File: src/rtl/mlt3_tx_pkg.sv
// Package: shared parameters and the line-level type for the scrambled
// MLT-3 transmit path. Assumes a two-bit signed level code at the driver.
package mlt3_tx_pkg;

    localparam int GROUP_W = 5;   // bits per code group
    localparam int KEY_W   = 11;  // key generator length
    localparam int KEY_TAP = 9;   // second feedback distance

    typedef enum logic [1:0] {
        LVL_ZERO = 2'b00,
        LVL_POS  = 2'b01,
        LVL_NEG  = 2'b11
    } line_lvl_e;

endpackage

File: src/rtl/mlt3_group_shifter.sv
// Module: parallel-to-serial stage. Takes one group on a valid/ready
// handshake and sends it MSB first, one bit per clock.
// Assumes the clock is the bit clock. ready is high while idle and in the
// cycle of the last bit, which lets groups follow one another with no gap.
module mlt3_group_shifter #(
    parameter int WIDTH = 5
) (
    input  logic             clk,
    input  logic             rst_n,
    input  logic             in_valid,
    input  logic [WIDTH-1:0] in_data,
    output logic             in_ready,
    output logic             bit_vld,
    output logic             bit_val
);
    localparam int CNT_W = (WIDTH > 1) ? $clog2(WIDTH) : 1;
    localparam logic [CNT_W-1:0] LAST = CNT_W'(WIDTH - 1);

    logic [WIDTH-1:0] shreg_q;
    logic [CNT_W-1:0] cnt_q;
    logic             busy_q;
    logic             take;

    // Purpose: raise ready when idle or when the last bit is going out
    always_comb begin
        in_ready = !busy_q || (cnt_q == LAST);
        take     = in_valid && in_ready;
    end

    // Purpose: load a new group or shift the current one toward the MSB
    always_ff @(posedge clk) begin
        if (!rst_n) begin
            shreg_q <= '0;
            cnt_q   <= '0;
            busy_q  <= 1'b0;
        end else if (take) begin
            shreg_q <= in_data;
            cnt_q   <= '0;
            busy_q  <= 1'b1;
        end else if (busy_q) begin
            shreg_q <= {shreg_q[WIDTH-2:0], 1'b0};
            if (cnt_q == LAST) begin
                busy_q <= 1'b0;
                cnt_q  <= '0;
            end else begin
                cnt_q <= cnt_q + 1'b1;
            end
        end
    end

    // Purpose: present the current MSB as the serial bit
    always_comb begin
        bit_vld = busy_q;
        bit_val = shreg_q[WIDTH-1];
    end

endmodule

File: src/rtl/mlt3_keystream.sv
// Module: additive scrambler. An LFSR with taps at distances LEN and TAP
// produces one key bit per transmitted bit. The key bit is XORed into the
// data bit. Assumes TAP < LEN. Reset seeds all ones so the state is never zero.
module mlt3_keystream #(
    parameter int LEN = 11,
    parameter int TAP = 9
) (
    input  logic           clk,
    input  logic           rst_n,
    input  logic           adv,
    input  logic           plain,
    output logic           scr,
    output logic [LEN-1:0] state
);
    logic [LEN-1:0] key_q;
    logic           key_new;

    // Purpose: form the new key bit from the two tapped history bits
    always_comb begin
        key_new = key_q[LEN-1] ^ key_q[TAP-1];
        scr     = plain ^ key_new;
        state   = key_q;
    end

    // Purpose: shift the history only when a bit is actually transmitted
    always_ff @(posedge clk) begin
        if (!rst_n) begin
            key_q <= '1;
        end else if (adv) begin
            key_q <= {key_q[LEN-2:0], key_new};
        end
    end

endmodule

File: src/rtl/mlt3_level_enc.sv
// Module: MLT-3 state machine. A 1 steps the level around 0,+1,0,-1. A 0
// holds it. Remembers the sign of the last nonzero level. Assumes the
// reset direction makes the first step positive.
module mlt3_level_enc
    import mlt3_tx_pkg::*;
(
    input  logic      clk,
    input  logic      rst_n,
    input  logic      bit_vld,
    input  logic      bit_val,
    output line_lvl_e level
);
    line_lvl_e lvl_q;
    logic      last_neg_q;

    // Purpose: advance the three-level state on each scrambled 1
    always_ff @(posedge clk) begin
        if (!rst_n) begin
            lvl_q      <= LVL_ZERO;
            last_neg_q <= 1'b1;
        end else if (bit_vld && bit_val) begin
            case (lvl_q)
                LVL_ZERO: begin
                    lvl_q      <= last_neg_q ? LVL_POS : LVL_NEG;
                    last_neg_q <= !last_neg_q;
                end
                default: lvl_q <= LVL_ZERO;
            endcase
        end
    end

    // Purpose: drive the registered level out
    always_comb level = lvl_q;

endmodule

File: src/rtl/mlt3_scrambler_tx.sv
// Module: top of the transmit line coder: group shifter, key-stream
// scrambler, MLT-3 encoder. Assumes clk is the bit clock and that the
// upstream side keeps to the valid/ready handshake.
module mlt3_scrambler_tx
    import mlt3_tx_pkg::*;
(
    input  logic               clk,
    input  logic               rst_n,
    input  logic               grp_valid,
    input  logic [GROUP_W-1:0] grp_data,
    output logic               grp_ready,
    output logic [1:0]         line_level
);
    logic             bit_vld;
    logic             bit_plain;
    logic             bit_scr;
    logic [KEY_W-1:0] key_state;
    line_lvl_e        lvl;

    mlt3_group_shifter #(.WIDTH(GROUP_W)) u_shift (
        .clk      (clk),
        .rst_n    (rst_n),
        .in_valid (grp_valid),
        .in_data  (grp_data),
        .in_ready (grp_ready),
        .bit_vld  (bit_vld),
        .bit_val  (bit_plain)
    );

    mlt3_keystream #(.LEN(KEY_W), .TAP(KEY_TAP)) u_key (
        .clk   (clk),
        .rst_n (rst_n),
        .adv   (bit_vld),
        .plain (bit_plain),
        .scr   (bit_scr),
        .state (key_state)
    );

    mlt3_level_enc u_enc (
        .clk     (clk),
        .rst_n   (rst_n),
        .bit_vld (bit_vld),
        .bit_val (bit_scr),
        .level   (lvl)
    );

    // Purpose: expose the level code on the port
    always_comb line_level = lvl;

endmodule

File: config.mk
export PLATFORM = sky130hd
export DESIGN_NAME = mlt3_scrambler_tx
export DESIGN_NICKNAME = d
export VERILOG_FILES = /design/src/rtl/mlt3_tx_pkg.sv /design/src/rtl/mlt3_group_shifter.sv /design/src/rtl/mlt3_keystream.sv /design/src/rtl/mlt3_level_enc.sv /design/src/rtl/mlt3_scrambler_tx.sv
export SDC_FILE = /design/constraint.sdc
export NUM_CORES = 1
export LEC_CHECK = 0
export BUFFER_PORTS_ARGS = -buffer_cell sky130_fd_sc_hd__buf_2
export CAP_MARGIN = 20
export CORE_UTILIZATION = 50
export DETAILED_ROUTE_END_ITERATION = 6
export HOLD_SLACK_MARGIN = 0.06
export PLACE_DENSITY_LB_ADDON = 0.08
export SLEW_MARGIN = 30
export SYNTH_ARGS = -nofsm -noshare
export SYNTH_HDL_FRONTEND = slang
export SYNTH_SLANG_ARGS = --single-unit
export TNS_END_PERCENT = 100
File: constraint.sdc
create_clock -name clk -period 1.3 [get_ports clk]
set_clock_uncertainty 0.15 [all_clocks]
set_input_delay 0.26 -clock clk [delete_from_list [all_inputs] [get_ports clk]]
set_output_delay 0.26 -clock clk [all_outputs]
set_load 0.01 [all_outputs]
==> metrics.yaml <==
end_kind: "output pin"
tightest_slew_ns: 0.388
cts_root_buf: "clkbuf_4"
antenna_left: 0
synth_top_area_cell: "dfxtp_1"
critPathMaxFanout: 2
grt_pass1_vias: 728
maxSlewHeadroom: 0.741
top_usage_layer: "met2"
cp_cell_sequence: "inv_2 > ha_4 > a21boi_4 > inv_2 > buf_6"
r2r_setup_slack_ns: -0.29
synth.area.top_cells: "dfxtp_1 46%, mux2i_1 10%, o21ai_0 6.0%, nand2_1 4.5%, a21oi_1 2.5%"
place.gp.congestion: 0.813
powerDensity_mw_per_mm2: 974
drt_iter0_markers: 26
dp_hpwl_mm: 1.23
antenna_found_initial: 0
irDropWorstVdd_uv: 765
period_minus_slack_ns: 1.64
synth_area_um2: 993
failed_checks: "setup timing"
nets: 141
use_met3: 0.0588
synth_top_area_share: 0.463
cts_buffer_depth: 2
grt_util_met2: 0.317
drt-total-wl_mm: 2.27
cts_sinks: 23
vias: 828
start_kind: "flop"
grt_max_degree: 25
dieHeight_um: 46.6
cpPeakStageDelay_ns: 0.36
drc: 0
hold_class: "input port to flop"
vias_per_cell: 5.34
grt_overflow_total: 0
syn_avg_cell_area_um2: 9.65
initial_core_util: 0.551
place_area_mm2: 0.00114
clk_pin_slew_ns: 0.13
drive_gt1_frac: 0.485
wl_per_cell_um: 14.7
ios: 11
row_count: 15
ys_seq_elements: 23
clk_latency_ns: 0.32
max_cap_viol_count: 0
fin_area_mm2: 0.00138
port-buffer-count: 10
core_area_mm2: 0.00180
path_class: "flop to output pin"
die_w_um: 46.6
fillerInstances: 123
leakage_nw: 0.569
crit_top_cell: "inv_2"
syn_nets: 113
async_flop_share: 0
syn_to_final_growth_pct: 39.2
setup_slack_ns: -0.344
required_ns: 0.89
n_antenna_cell: 0
status: "complete, but fails checks"
ys_types: 29
yosysSeqAreaShare: 0.463
dp_slack_ns: -0.0422
grt_pass1_wl_mm: 3.14
cts_tree: "built"
grt_use_total: 0.213
report.final.slew_viol_count: 0
rsz0062_at_grt: "yes"
cts_htree_levels: 1
period_share: 1.26
grt_use_met1: 0.275
ys.flop_type: "dfxtp_1"
fmax_mhz: 608
postCtsHoldBufs: 0
cts_buffers: 3
critPathSlowestCell: "dfxtp_2"
fp.dieArea_mm2: 0.00217
synth_cells: 103
crit_arrival_ns: 1.23
hold_viol: 0
synth_warnings: 0
first_pass_iters: 4
synth-edff-count: 0
setup_viol: 12
cell type report:
class	count	area, µm²	share of cell area
multi-input cells	69	622	0.450
flip-flops and latches	23	470	0.340
repair buffers	29	214	0.155
well taps	25	31.3	0.0226
clock buffers	4	26.3	0.0190
inverters	5	18.8	0.0136
path summary, 6_finish.rpt:
path | start | endpoint | cells after the start
setup reg to reg | u_shift.cnt_q[0]$_SDFFE_PP0P_ | u_shift.shreg_q[4]$_SDFFE_PN0P_ | 8
setup / recovery | u_shift.cnt_q[0]$_SDFFE_PP0P_ | grp_ready | 5
hold reg to reg | u_key.state[6]$_SDFFE_PN1P_ | u_key.state[6]$_SDFFE_PN1P_ | 2
hold / removal | grp_data[0] | u_shift.shreg_q[0]$_SDFFE_PN0P_ | 3
critical path: cells and delay by family, from the launching register on:
| kind | cells | cell delay (ns) |
|---|---|---|
| AOI/OAI and AO/OA | 1 | 0.16 |
| buffers and inverters | 3 | 0.24 |
| DFF | 1 | 0.36 |
| adders and majority gates | 1 | 0.17 |
Yosys cell counts, types with 3 or more instances:
cell / n
a21oi_1: 5
a31oi_1: 4
o21ai_0: 12
nor2b_1: 3
nor2_1: 4
dfxtp_1: 23
clkbuf_1: 3
nand2_1: 12
inv_1: 4
mux2i_1: 10
report_power, final:
part | internal [mW] | switching [mW]
logic | 0.133 | 0.131
registers | 0.732 | 0.0165
clock network | 0.120 | 0.215
metrics by stage:
stage	utilization	hold slack [ns]	TNS, ns	std cells	total power, mW
after CTS	0.696	0.0720	-1.39	152	1.28
after global routing	0.767	0.0916	-3.01	155	1.41
after floorplan	-	0.263	-0.0132	103	0.872
after detailed placement	0.635	0.311	-0.0456	142	0.928
final	0.767	0.0942	-2.36	155	1.35
after global placement	0.635	0.304	0	142	0.923
repair_timing:
item	in CTS	in global routing
pin swaps	8	10
buffers inserted	6	4
setup endpoints to repair	7	17
resized for setup	15	19
kinds of logic after synthesis:
logic type | Yosys count | synth area share
AO/OA/AOI/OAI | 29 | 0.188
AND/OR/NAND/NOR | 25 | 0.118
flip-flops | 23 | 0.463
buffers and inverters | 11 | 0.0479
multiplexers | 10 | 0.101
XOR/XNOR | 3 | 0.0567
adder cells (fa/ha/maj) | 2 | 0.0252
layer usage:
layer	vias up	routed length (µm)	part of all wire
met4	0	51	0.022
met2	17	1080	0.48
met5	-	0	0
li1	417	-	-
met3	5	74	0.033
met1	389	1060	0.47
layout by cell type, fill, tap and decap left out, drive strengths merged:
master and instances:
a21boi 4, a21oi 5, a22oi 1, a31oi 4, a32oi 1, a41o 1, and3 1, buf 29
clkbuf 4, dfxtp 23, ha 2, inv 5, mux2i 10, nand2 12, nand3 2, nand4b 1
nor2 4, nor2b 3, nor3b 1, o21ai 12, o41ai 1, or2 1, xnor3 1, xor2 1
xor3 1
sequential cells by signal (all words and copies together), names as in the netlist:
signal            count
u_shift.shreg_q       5
u_enc.last_neg_q      1
u_enc.level           2
u_shift.bit_vld       1
u_key.state          11
u_shift.cnt_q         3
No activity file was read; power rests on OpenSTA's default activity.
